--- src/rtl/flash_arb_pkg.sv ---
package flash_arb_pkg;
  localparam logic [7:0] RD_OPCODE = 8'h03;
  localparam int FLASH_AW = 24;
  localparam int HDR_BITS = 8 + FLASH_AW;

  typedef enum logic [2:0] {
    SQ_IDLE,
    SQ_SEL,
    SQ_SHIFT,
    SQ_DESEL,
    SQ_HOLD
  } sq_state_e;
endpackage

--- src/rtl/flash_arb_owner_ctl.sv ---
module flash_arb_owner_ctl #(
  parameter int SETTLE_CYC = 20
) (
  input  logic clk,
  input  logic rst_n,
  input  logic ctl_wr,
  input  logic ctl_wdata,
  input  logic eng_claim,
  output logic owner_master,
  output logic switch_pend,
  output logic master_ready
);
  localparam int CNT_W = $clog2(SETTLE_CYC + 2);
  localparam logic [CNT_W-1:0] CNT_TOP = CNT_W'(SETTLE_CYC);

  logic             owner_q, owner_d;
  logic             pend_q, pend_d;
  logic [CNT_W-1:0] cnt_q, cnt_d;

  always_comb begin
    owner_d = owner_q;
    pend_d  = pend_q;
    if (ctl_wr) begin
      if (!ctl_wdata) begin
        owner_d = 1'b0;
        pend_d  = 1'b0;
      end else if (!owner_q) begin
        if (eng_claim) begin
          pend_d = 1'b1;
        end else begin
          owner_d = 1'b1;
          pend_d  = 1'b0;
        end
      end
    end else if (pend_q && !eng_claim) begin
      owner_d = 1'b1;
      pend_d  = 1'b0;
    end
  end

  always_comb begin
    if (owner_q && owner_d) begin
      cnt_d = (cnt_q == CNT_TOP) ? cnt_q : cnt_q + CNT_W'(1);
    end else begin
      cnt_d = '0;
    end
  end

  always_ff @(posedge clk or negedge rst_n) begin
    if (!rst_n) begin
      owner_q <= 1'b0;
      pend_q  <= 1'b0;
      cnt_q   <= '0;
    end else begin
      owner_q <= owner_d;
      pend_q  <= pend_d;
      cnt_q   <= cnt_d;
    end
  end

  assign owner_master = owner_q;
  assign switch_pend  = pend_q;
  assign master_ready = owner_q && (cnt_q == CNT_TOP);

  // The master side only gains the pins in a cycle after the engine was quiet
  assert_switch_idle_R4: assert property (@(posedge clk) disable iff (!rst_n)
    $rose(owner_q) |-> !$past(eng_claim));

  assert_pend_boot_R4: assert property (@(posedge clk) disable iff (!rst_n)
    switch_pend |-> !owner_q);

  assert_settle_after_owner_R5: assert property (@(posedge clk) disable iff (!rst_n)
    $rose(master_ready) |-> ((SETTLE_CYC == 0) || $past(owner_q)));
endmodule

--- src/rtl/flash_arb_read_seq.sv ---
module flash_arb_read_seq
  import flash_arb_pkg::*;
#(
  parameter int ADDR_W   = 25,
  parameter int LEN_W    = 8,
  parameter int CLK_HALF = 2
) (
  input  logic              clk,
  input  logic              rst_n,
  input  logic              enable,
  input  logic              rd_req,
  input  logic [ADDR_W-1:0] rd_addr,
  input  logic [LEN_W-1:0]  rd_len,
  output logic              rd_ready,
  output logic              rd_valid,
  output logic [7:0]        rd_data,
  output logic              rd_done,
  output logic              rd_err,
  output logic              busy,
  output logic              claim,
  input  logic              miso,
  output logic              sclk,
  output logic              mosi,
  output logic              cs_n,
  output logic [ADDR_W-FLASH_AW-1:0] bank
);
  localparam int CNT_W  = $clog2(HDR_BITS + 8 * (2 ** LEN_W));
  localparam int DIV_W  = $clog2(CLK_HALF + 1);
  localparam int BANK_W = ADDR_W - FLASH_AW;
  localparam logic [ADDR_W:0]    WIN_END  = (ADDR_W + 1)'(1) << ADDR_W;
  localparam logic [DIV_W-1:0]   DIV_LAST = DIV_W'(CLK_HALF - 1);
  localparam logic [CNT_W-1:0]   HDR_CNT  = CNT_W'(HDR_BITS);

  sq_state_e            state_q, state_d;
  logic [DIV_W-1:0]     div_q, div_d;
  logic                 sclk_q, sclk_d;
  logic                 cs_n_q, cs_n_d;
  logic [HDR_BITS-1:0]  tx_q, tx_d;
  logic [7:0]           rx_q, rx_d;
  logic [CNT_W-1:0]     bit_q, bit_d;
  logic [CNT_W-1:0]     last_q, last_d;
  logic [BANK_W-1:0]    bank_q, bank_d;
  logic                 valid_q, valid_d;
  logic [7:0]           data_q, data_d;
  logic                 done_q, done_d;
  logic                 err_q, err_d;

  logic                 fire, bad, start, tick;
  logic [ADDR_W:0]      end_off;

  assign end_off  = {1'b0, rd_addr} + (ADDR_W + 1)'(rd_len);
  assign rd_ready = enable && (state_q == SQ_IDLE);
  assign fire     = rd_req && rd_ready;
  assign bad      = (rd_len == '0) || (end_off > WIN_END);
  assign start    = fire && !bad;
  assign tick     = (div_q == DIV_LAST);

  always_comb begin
    state_d = state_q;
    div_d   = '0;
    sclk_d  = sclk_q;
    cs_n_d  = cs_n_q;
    tx_d    = tx_q;
    rx_d    = rx_q;
    bit_d   = bit_q;
    last_d  = last_q;
    bank_d  = bank_q;
    valid_d = 1'b0;
    data_d  = data_q;
    done_d  = 1'b0;
    err_d   = 1'b0;
    if (state_q != SQ_IDLE) begin
      div_d = tick ? '0 : div_q + DIV_W'(1);
    end
    case (state_q)
      SQ_IDLE: begin
        sclk_d = 1'b0;
        if (fire) begin
          if (bad) begin
            err_d = 1'b1;
          end else begin
            state_d = SQ_SEL;
            cs_n_d  = 1'b0;
            tx_d    = {RD_OPCODE, rd_addr[FLASH_AW-1:0]};
            bank_d  = rd_addr[ADDR_W-1:FLASH_AW];
            bit_d   = '0;
            last_d  = CNT_W'(HDR_BITS - 1) + (CNT_W'(rd_len) << 3);
          end
        end
      end
      SQ_SEL: begin
        if (tick) state_d = SQ_SHIFT;
      end
      SQ_SHIFT: begin
        if (tick) begin
          if (!sclk_q) begin
            sclk_d = 1'b1;
            if (bit_q >= HDR_CNT) begin
              rx_d = {rx_q[6:0], miso};
              if (bit_q[2:0] == 3'd7) begin
                valid_d = 1'b1;
                data_d  = {rx_q[6:0], miso};
              end
            end
          end else begin
            sclk_d = 1'b0;
            if (bit_q == last_q) begin
              state_d = SQ_DESEL;
            end else begin
              bit_d = bit_q + CNT_W'(1);
              tx_d  = {tx_q[HDR_BITS-2:0], 1'b0};
            end
          end
        end
      end
      SQ_DESEL: begin
        if (tick) begin
          cs_n_d  = 1'b1;
          state_d = SQ_HOLD;
        end
      end
      SQ_HOLD: begin
        if (tick) begin
          state_d = SQ_IDLE;
          done_d  = 1'b1;
        end
      end
      default: state_d = SQ_IDLE;
    endcase
  end

  always_ff @(posedge clk or negedge rst_n) begin
    if (!rst_n) begin
      state_q <= SQ_IDLE;
      div_q   <= '0;
      sclk_q  <= 1'b0;
      cs_n_q  <= 1'b1;
      tx_q    <= '0;
      rx_q    <= '0;
      bit_q   <= '0;
      last_q  <= '0;
      bank_q  <= '0;
      valid_q <= 1'b0;
      data_q  <= '0;
      done_q  <= 1'b0;
      err_q   <= 1'b0;
    end else begin
      state_q <= state_d;
      div_q   <= div_d;
      sclk_q  <= sclk_d;
      cs_n_q  <= cs_n_d;
      tx_q    <= tx_d;
      rx_q    <= rx_d;
      bit_q   <= bit_d;
      last_q  <= last_d;
      bank_q  <= bank_d;
      valid_q <= valid_d;
      data_q  <= data_d;
      done_q  <= done_d;
      err_q   <= err_d;
    end
  end

  assign busy     = (state_q != SQ_IDLE);
  assign claim    = busy || start;
  assign rd_valid = valid_q;
  assign rd_data  = data_q;
  assign rd_done  = done_q;
  assign rd_err   = err_q;
  assign sclk     = sclk_q;
  assign mosi     = tx_q[HDR_BITS-1];
  assign cs_n     = cs_n_q;
  assign bank     = bank_q;

  assert_err_no_access_R6: assert property (@(posedge clk) disable iff (!rst_n)
    rd_err |-> !busy);

  assert_data_in_access_R2: assert property (@(posedge clk) disable iff (!rst_n)
    rd_valid |-> busy);

  assert_cs_high_idle_R10: assert property (@(posedge clk) disable iff (!rst_n)
    !busy |-> cs_n_q);

  assert_done_ends_busy_R10: assert property (@(posedge clk) disable iff (!rst_n)
    rd_done |-> $past(busy));
endmodule

--- src/rtl/flash_arb_pin_mux.sv ---
module flash_arb_pin_mux (
  input  logic owner_master,
  input  logic b_sclk,
  input  logic b_mosi,
  input  logic b_cs_n,
  output logic b_miso,
  input  logic m_sclk,
  input  logic m_mosi,
  input  logic m_cs_n,
  output logic m_miso,
  output logic spi_sclk,
  output logic spi_mosi,
  output logic spi_cs_n,
  input  logic spi_miso
);
  always_comb begin
    if (owner_master) begin
      spi_sclk = m_sclk;
      spi_mosi = m_mosi;
      spi_cs_n = m_cs_n;
      m_miso   = spi_miso;
      b_miso   = 1'b0;
    end else begin
      spi_sclk = b_sclk;
      spi_mosi = b_mosi;
      spi_cs_n = b_cs_n;
      m_miso   = 1'b0;
      b_miso   = spi_miso;
    end
  end
endmodule

--- src/rtl/flash_boot_arbiter.sv ---
module flash_boot_arbiter #(
  parameter int ADDR_W     = 25,
  parameter int LEN_W      = 8,
  parameter int CLK_HALF   = 2,
  parameter int SETTLE_CYC = 20
) (
  input  logic              clk,
  input  logic              rst_n,
  input  logic              ctl_wr,
  input  logic              ctl_wdata,
  output logic              ctl_owner,
  output logic              boot_busy,
  output logic              master_ready,
  input  logic              rd_req,
  input  logic [ADDR_W-1:0] rd_addr,
  input  logic [LEN_W-1:0]  rd_len,
  output logic              rd_ready,
  output logic              rd_valid,
  output logic [7:0]        rd_data,
  output logic              rd_done,
  output logic              rd_err,
  input  logic              m_sclk,
  input  logic              m_mosi,
  input  logic              m_cs_n,
  output logic              m_miso,
  output logic              spi_sclk,
  output logic              spi_mosi,
  output logic              spi_cs_n,
  output logic [ADDR_W-25:0] spi_bank,
  input  logic              spi_miso
);
  logic owner_master, switch_pend, eng_claim;
  logic b_sclk, b_mosi, b_cs_n, b_miso;

  flash_arb_owner_ctl #(.SETTLE_CYC(SETTLE_CYC)) u_owner (
    .clk          (clk),
    .rst_n        (rst_n),
    .ctl_wr       (ctl_wr),
    .ctl_wdata    (ctl_wdata),
    .eng_claim    (eng_claim),
    .owner_master (owner_master),
    .switch_pend  (switch_pend),
    .master_ready (master_ready)
  );

  flash_arb_read_seq #(
    .ADDR_W   (ADDR_W),
    .LEN_W    (LEN_W),
    .CLK_HALF (CLK_HALF)
  ) u_seq (
    .clk      (clk),
    .rst_n    (rst_n),
    .enable   (!owner_master && !switch_pend),
    .rd_req   (rd_req),
    .rd_addr  (rd_addr),
    .rd_len   (rd_len),
    .rd_ready (rd_ready),
    .rd_valid (rd_valid),
    .rd_data  (rd_data),
    .rd_done  (rd_done),
    .rd_err   (rd_err),
    .busy     (boot_busy),
    .claim    (eng_claim),
    .miso     (b_miso),
    .sclk     (b_sclk),
    .mosi     (b_mosi),
    .cs_n     (b_cs_n),
    .bank     (spi_bank)
  );

  flash_arb_pin_mux u_mux (
    .owner_master (owner_master),
    .b_sclk       (b_sclk),
    .b_mosi       (b_mosi),
    .b_cs_n       (b_cs_n),
    .b_miso       (b_miso),
    .m_sclk       (m_sclk),
    .m_mosi       (m_mosi),
    .m_cs_n       (m_cs_n),
    .m_miso       (m_miso),
    .spi_sclk     (spi_sclk),
    .spi_mosi     (spi_mosi),
    .spi_cs_n     (spi_cs_n),
    .spi_miso     (spi_miso)
  );

  assign ctl_owner = owner_master;
endmodule

--- config.mk ---
export PLATFORM = sky130hd
export DESIGN_NAME = flash_boot_arbiter
export DESIGN_NICKNAME = d
export VERILOG_FILES = /design/src/rtl/flash_arb_pkg.sv /design/src/rtl/flash_arb_owner_ctl.sv /design/src/rtl/flash_arb_read_seq.sv /design/src/rtl/flash_arb_pin_mux.sv /design/src/rtl/flash_boot_arbiter.sv
export SDC_FILE = /design/constraint.sdc
export NUM_CORES = 1
export LEC_CHECK = 0
export BUFFER_PORTS_ARGS = -buffer_cell sky130_fd_sc_hd__buf_2
export CAP_MARGIN = 20
export CORE_ASPECT_RATIO = 2
export CORE_MARGIN = 1.5
export CORE_UTILIZATION = 60
export CTS_BUF_LIST = sky130_fd_sc_hd__clkbuf_2
export DETAILED_ROUTE_END_ITERATION = 7
export GPL_TIMING_DRIVEN = 0
export HOLD_SLACK_MARGIN = 0.15
export PLACE_DENSITY = 0.82
export SETUP_SLACK_MARGIN = 0.4
export SLEW_MARGIN = 20
export SYNTH_ARGS = -nofsm -noshare
export SYNTH_HDL_FRONTEND = slang
export SYNTH_SLANG_ARGS = --single-unit
--- constraint.sdc ---
create_clock -name clk -period 3.35 [get_ports clk]
set_clock_uncertainty 0.1 [all_clocks]
set_input_delay 0.1675 -clock clk [delete_from_list [all_inputs] [get_ports clk]]
set_output_delay 0.1675 -clock clk [all_outputs]
set_load 0.05 [all_outputs]
## Word level (Yosys, flattened, before mapping)

Cells that the tools add are included.

| cells by class | value |
|---|---|
| equality and inequality tests | 19 |
| order comparisons | 2 |
| mux-type cells | 57 |
| bitwise logic cells | 2 |
| reduce and logical (&&, ||, !) cells | 27 |
| $add $sub $neg | 5 |

Operators by type and width:

| operator | number |
|---|---|
| 32-bit 2-to-1 mux | 5 |
| 32-bit one-hot mux with 2 select lines | 1 |
| 12-bit 2-to-1 mux | 5 |
| 1-bit 2-to-1 mux | 30 |
| 25-bit by 8-bit adder with 26-bit output | 1 |
| 26-bit > comparator, second input constant | 1 |
| 3-bit 2-to-1 mux | 8 |
| 12-bit one-hot mux with 2 select lines | 1 |
| 3-bit one-hot mux with 5 select lines | 1 |
| 2-bit by 1-bit inequality test with 1-bit output, second input constant | 7 |
| 12-bit by 1-bit adder with 12-bit output, second input constant | 1 |
| 5-bit by 11-bit adder with 12-bit output, first input constant | 1 |
| 12-bit equality test | 1 |
| 12-bit by 6-bit greater-or-equal comparator with 1-bit output, second input constant | 1 |
| 5-bit 2-to-1 mux | 2 |
| 8-bit zero test | 1 |
| 4-bit AND reduction | 2 |
| 8-bit AND reduction | 1 |
| 1-bit logical AND | 7 |
| 3-bit by 2-bit equality test with 1-bit output, second input constant | 2 |
| 3-bit equality test, second input constant | 2 |
| 2-bit inequality test, second input constant | 3 |
| 6-bit AND reduction | 1 |
| 2-bit nonzero test | 3 |
| other kinds (16) | 24 |

| storage, ports and cells | value |
|---|---|
| register bits after elaboration | 89 |
| word-level logic and storage cells | 128 |
| output and inout bits | 20 |
| input bits | 42 |

## Longest topological paths before layout

| logic depth | value |
|---|---|
| word-level depth | 12 |
| depth in mapped cells | 14 |
| depth with buffers taken out | 12 |

## Cells and area by module

From an unflattened synthesis, not the netlist that was laid out.

| unflattened totals | value |
|---|---|
| cells, all modules | 549 |
| area, all modules | 5151.2 µm² |

Modules (own cells, without submodules):

| module | times used | sequential area each (µm²) | area an instance (µm²) | cells each |
|---|---|---|---|---|
| flash_arb_read_seq | 1 | 2003.2 | 4728.3 | 507 |
| flash_arb_owner_ctl | 1 | 175.2 | 369.1 | 36 |
| flash_arb_pin_mux | 1 | 0.0 | 50.0 | 5 |
| flash_boot_arbiter | 1 | 0.0 | 3.8 | 1 |

## Worst setup path after synthesis

Ideal clock, no wire load.

| timing | value |
|---|---|
| path kind | register -> register |
| start | register u_seq.state_q[2] |
| end | register u_seq.tx_q[10] |
| stages on the path, launching flop included | 10 |
| setup time | 0.125 ns |
| arrival time | 2.825 ns |
| required time | 3.125 ns |
| period minus slack after synthesis | 3.050 ns |
| path slack | 0.300 ns |
| path buffers | 1 |
| cells stage by stage | dfrtp_1 -> nor3_2 -> inv_2 -> nor3_4 -> nand3_1 -> or3b_1 -> nor4b_4 -> a21oi_4 -> buf_6 -> mux2_4 |

| between the ends | value |
|---|---|
| cells in the longest elaborated chain, start to end | 5 |
| elaborated cells between the ends (all ways) | 12 |
| those cells by class | 6 x eq/ne; 1 x mux; 5 x reduce/logical |

RTL lines:

| item | line | text |
|---|---|---|
| start: declaration | flash_arb_read_seq.sv:34 | `sq_state_e state_q, state_d;` |
| start signal: assignment | flash_arb_read_seq.sv:148 | `state_q <= state_d;` |
| 3-bit zero test | flash_arb_read_seq.sv:52 | `assign rd_ready = enable && (state_q == SQ_IDLE);` |
| 1-bit logical AND | flash_arb_read_seq.sv:52 |  |
| named net rd_ready | flash_boot_arbiter.sv:17 | `output logic rd_ready,` |
| 1-bit logical AND | flash_arb_read_seq.sv:53 | `assign fire = rd_req && rd_ready;` |
| 2-bit by 1-bit inequality test with 1-bit output (no line) | - |  |
| 6-bit AND reduction (no line) | - |  |
| end signal: assignment | flash_arb_read_seq.sv:152 | `tx_q <= tx_d;` |
| end: declaration | flash_arb_read_seq.sv:38 | `logic [HDR_BITS-1:0] tx_q, tx_d;` |

The timed path passes the listed nets, and every way through them passes these cells.
A chain may end at the register's enable or synchronous reset.

## Final worst setup path

| timing | value |
|---|---|
| start | input rd_addr[3] |
| end | register u_seq.err_q, in the netlist u_seq.rd_err |

| between the ends | value |
|---|---|
| cells in the longest elaborated chain, start to end | 6 |

RTL lines:

| item | line | text |
|---|---|---|
| start: declaration | flash_boot_arbiter.sv:15 | `input logic [ADDR_W-1:0] rd_addr,` |
| 25-bit by 8-bit adder with 26-bit output | flash_arb_read_seq.sv:51 | `assign end_off = {1'b0, rd_addr} + (ADDR_W + 1)'(rd_len);` |
| 26-bit > comparator | flash_arb_read_seq.sv:54 | `assign bad = (rd_len == '0) \|\| (end_off > WIN_END);` |
| 1-bit logical OR | flash_arb_read_seq.sv:54 |  |
| 1-bit 2-to-1 mux | flash_arb_read_seq.sv:79 | `if (bad) begin` |
| 1-bit 2-to-1 mux | flash_arb_read_seq.sv:78 | `if (fire) begin` |
| 1-bit 2-to-1 mux | flash_arb_read_seq.sv:75 | `case (state_q)` |
| named net u_seq.err_d | flash_arb_read_seq.sv:46 | `logic err_q, err_d;` |
| end signal: assignment | flash_arb_read_seq.sv:160 | `err_q <= err_d;` |
| end: declaration | flash_arb_read_seq.sv:46 |  |

The timed path passes the listed nets, and every way through them passes these cells.

==> impl_metrics.csv <==
group,metric,value,unit
global_route,grt.met3_usage,0.0321,
floorplan,fp-row-count,48,
sta,timing.final.setup_violations,0,
pwr,power_per_cell_area,312,nW/um^2
clocking,clock_path_buffers,2,
global_route,grt_overflow_total,0,
global_route,initial_antenna_violation_count,0,
global_route,groute.usage.overall,0.290,
floorplan,die-area,9320,sq um
route,via_count,4388,
worst_setup_path,cp_data_required_time,3.80,ns
synthesis,synth_sequential_area_ratio,0.417,
clocking,cts_made_buffers,9,
clocking,clkTransAtPathRegs,0.26,ns
sta,max_freq,344,MHz
sta,timing.final.hold_violations,0,
global_route,wire_length_of_the_first_global_routing_pass,21.6,mm
pwr,vdd.ir_drop.worst,0.235,mV
placed_design,postPlaceCellArea,5690,sq um
layout,num_antenna_cells,0,
synthesis,mean_instance_size_in_the_synthesized_netlist,10.4,sq um
synthesis,yosys.area.top_type,"sky130_fd_sc_hd__dfrtp_1",
route,firstDrtPassIters,6,
floorplan,chipWidth,69,um
sta,final.setup.worst_slack,0.441,ns
synthesis,synth_async_sr_flop_share,1.00,
global_route,grt_max_degree,56,
layout,non_filler_cell_area_final,6520,sq um
synthesis,synthDominantCellAreaShare,0.412,
clocking,clkSinkCount,87,
synthesis,postSynthRegisterBits,87,
synthesis,ys_dominant_reg_cell,"sky130_fd_sc_hd__dfrtp_1",
layout,final_nets,686,
synthesis,ys_warn_count,0,
global_route,grtUsageMet1,0.295,
layout,layout.cells.most_common,"sky130_fd_sc_hd__dfrtp_1",
global_route,met2_track_demand_over_resource,0.554,
layout,layout_common_cells,"84 x sky130_fd_sc_hd__dfrtp_1, 60 x sky130_fd_sc_hd__buf_2, 57 x sky130_fd_sc_hd__nand2_1",
clocking,tritoncts,"yes",
status,outcome,"complete, no violations",
global_route,busiest_layer,"met2",
sta,fin_hold_ws,0.235,ns
layout,area.growth.synth_to_final,24.7,%
clocking,clock_insertion_delay_worst_skew,0.61,ns
synthesis,synth.top_cells.by_area,"sky130_fd_sc_hd__dfrtp_1 41%, sky130_fd_sc_hd__mux2_2 8.0%, sky130_fd_sc_hd__mux2_4 6.3%",
placed_design,gp_congestion,0.910,
global_route,first_global_vias,4599,
synthesis,netlist_instances,504,
clocking,cts_root_buffer,"sky130_fd_sc_hd__clkbuf_2",
route,wl_per_cell,18.1,um
synthesis,yosys.cell_types.count,62,
route,postRouteWirelength,13.3,mm
layout,fillerInstances,548,
run,maxCapViolations,0,
sta,period_share,0.868,
floorplan,design.core.area,8530,sq um
sta,max-slew-margin-rel,0.616,
clocking,cts-htree-levels,3,
worst_setup_path,critical_path.startpoint,"rd_addr[3]",
sta,timing_worst_slew_pin_value,0.576,ns
route,drt-initial-drc-count,310,
pwr,total_leakage_power,3.09,nW
worst_setup_path,r2r-start,"u_seq.state_q[1]",
placed_design,dpl_worst_slack,-0.0205,ns
layout,finish.utilization,0.764,
sta,rsz0062_at_grt,"true",
synthesis,syn-cell-area,5230,sq um
route,post-route-drc-count,0,
floorplan,start_util,0.613,
worst_setup_path,critPathKind,"input port to flip-flop",
hold_path,min-delay-path-class,"input port to flip-flop",
layout,drive_above_1_share,0.282,
worst_setup_path,crit_path_start_kind,"input port",
hold_path,start_point_of_the_worst_min_delay_path,"rd_len[2]",
worst_setup_path,critical_path.max_fanout,6,
placed_design,place.detailed.hpwl,8.84,mm
sta,report.final.slew_viol_count,0,
route,vias_per_cell,5.98,
sta,timing.setup.tns,0,ns
floorplan,io_pins,62,
synthesis,synth-edff-count,0,
route,drt.antenna.violating_nets,0,
worst_setup_path,end_kind,"flip-flop",
worst_setup_path,worstPathArrival,3.36,ns
placed_design,buffers_on_ports,57,
floorplan,floorplan.die.height,135,um
sta,period_minus_slack,2.91,ns
synthesis,synthesis.nets,561,
what timing repair did:
action | in CTS | in global routing
buffers inserted | 2 | 7
gates resized for setup | 2 | 20
endpoints found under the setup margin | 31 | 54
endpoints found under the hold margin | 133 | 0
pin swaps | 0 | 13
hold buffers | 46 | 0
gates cloned | 0 | 1
synth_stat cells (14+ instances only):
cell type / instances
sky130_fd_sc_hd__nand2_1: 57
sky130_fd_sc_hd__xor2_1: 22
sky130_fd_sc_hd__inv_1: 24
sky130_fd_sc_hd__nor2_1: 31
sky130_fd_sc_hd__xnor2_1: 17
sky130_fd_sc_hd__nand3_1: 20
sky130_fd_sc_hd__o21ai_0: 20
sky130_fd_sc_hd__a21oi_1: 17
sky130_fd_sc_hd__mux2_2: 37
sky130_fd_sc_hd__dfrtp_1: 86
sky130_fd_sc_hd__ha_1: 14
sky130_fd_sc_hd__mux2_4: 22
registers in the layout (all words and copies together), names as in the netlist:
name                  cells
u_seq.tx_q               32
u_seq.bit_q              12
u_seq.last_q             10
u_seq.rd_data             8
u_seq.rx_q                7
u_owner.cnt_q             5
u_seq.state_q             3
u_seq.div_q               2
u_owner.owner_master      1
u_owner.switch_pend       1
u_seq.bank                1
u_seq.cs_n                1
u_seq.rd_done             1
u_seq.rd_err              1
u_seq.rd_valid            1
u_seq.sclk                1
cell type report:
class | count | area (sq um) | area share
clock inverters | 7 | 113 | 0.0173
plain buffers | 16 | 113 | 0.0173
flip-flops and latches | 87 | 2180 | 0.335
multi-input cells | 376 | 2950 | 0.453
well taps | 100 | 125 | 0.0192
clock buffers | 9 | 45.0 | 0.00691
repair buffers | 114 | 891 | 0.137
inverters | 25 | 96.3 | 0.0148
cell families (layout without fill, tap and decap cells):
kind of cell | Yosys count | after routing | synth area share
AO/OA/AOI/OAI | 72 | 72 | 0.0917
XOR/XNOR | 39 | 39 | 0.0653
adder cells (fa/ha/maj) | 15 | 15 | 0.0373
buffers and inverters | 41 | 171 | 0.0361
flip-flops | 87 | 87 | 0.417
multiplexers | 76 | 76 | 0.177
AND/OR/NAND/NOR | 174 | 174 | 0.176
stage by stage:
step / power, mW / std cells
final: 2.03 / 734
after floorplan: 1.20 / 504
after global routing: 2.11 / 734
after CTS: 2.02 / 726
after global placement: 1.29 / 661
after detailed placement: 1.30 / 662
layer usage:
| metal | vias to the layer above | share of wire |
|---|---|---|
| met3 | 61 | 0.034 |
| met1 | 2127 | 0.35 |
| met5 | - | 0 |
| li1 | 2040 | - |
| met4 | 0 | 0.056 |
| met2 | 160 | 0.56 |
where the power goes:
group	internal, mW	leakage (nW)	switching [mW]	total (mW)
sequential	1.06	1.17	0.00468	1.06
clock	0.264	0.0878	0.419	0.683
combinational	0.123	1.84	0.161	0.284
total	1.45	3.09	0.585	2.03
path summary, 6_finish.rpt:
path	to	slack [ns]	depth (start not counted)
max in group asynchronous	u_seq.cs_n	2.35	4
hold / removal	u_seq.last_q[9]	0.24	6
min in group asynchronous	u_seq.rd_done	0.47	4
setup / recovery	u_seq.rd_err	0.44	12
hold reg to reg	u_seq.div_q[0]	0.38	1
setup reg to reg	u_seq.tx_q[18]	0.45	10
worst max-delay path, cell delays in order:
cell	delay [ns]
sky130_fd_sc_hd__dlygate4sd3_1	0.53
sky130_fd_sc_hd__buf_2	0.15
sky130_fd_sc_hd__ha_4	0.17
sky130_fd_sc_hd__a21oi_1	0.23
sky130_fd_sc_hd__o211ai_1	0.16
sky130_fd_sc_hd__o21bai_1	0.50
sky130_fd_sc_hd__nor3_1	0.11
sky130_fd_sc_hd__o21ai_1	0.30
sky130_fd_sc_hd__nor2_1	0.08
sky130_fd_sc_hd__a41o_1	0.21
sky130_fd_sc_hd__a21oi_1	0.15
sky130_fd_sc_hd__dlygate4sd3_1	0.58
(Power assumes the default switching activity.)
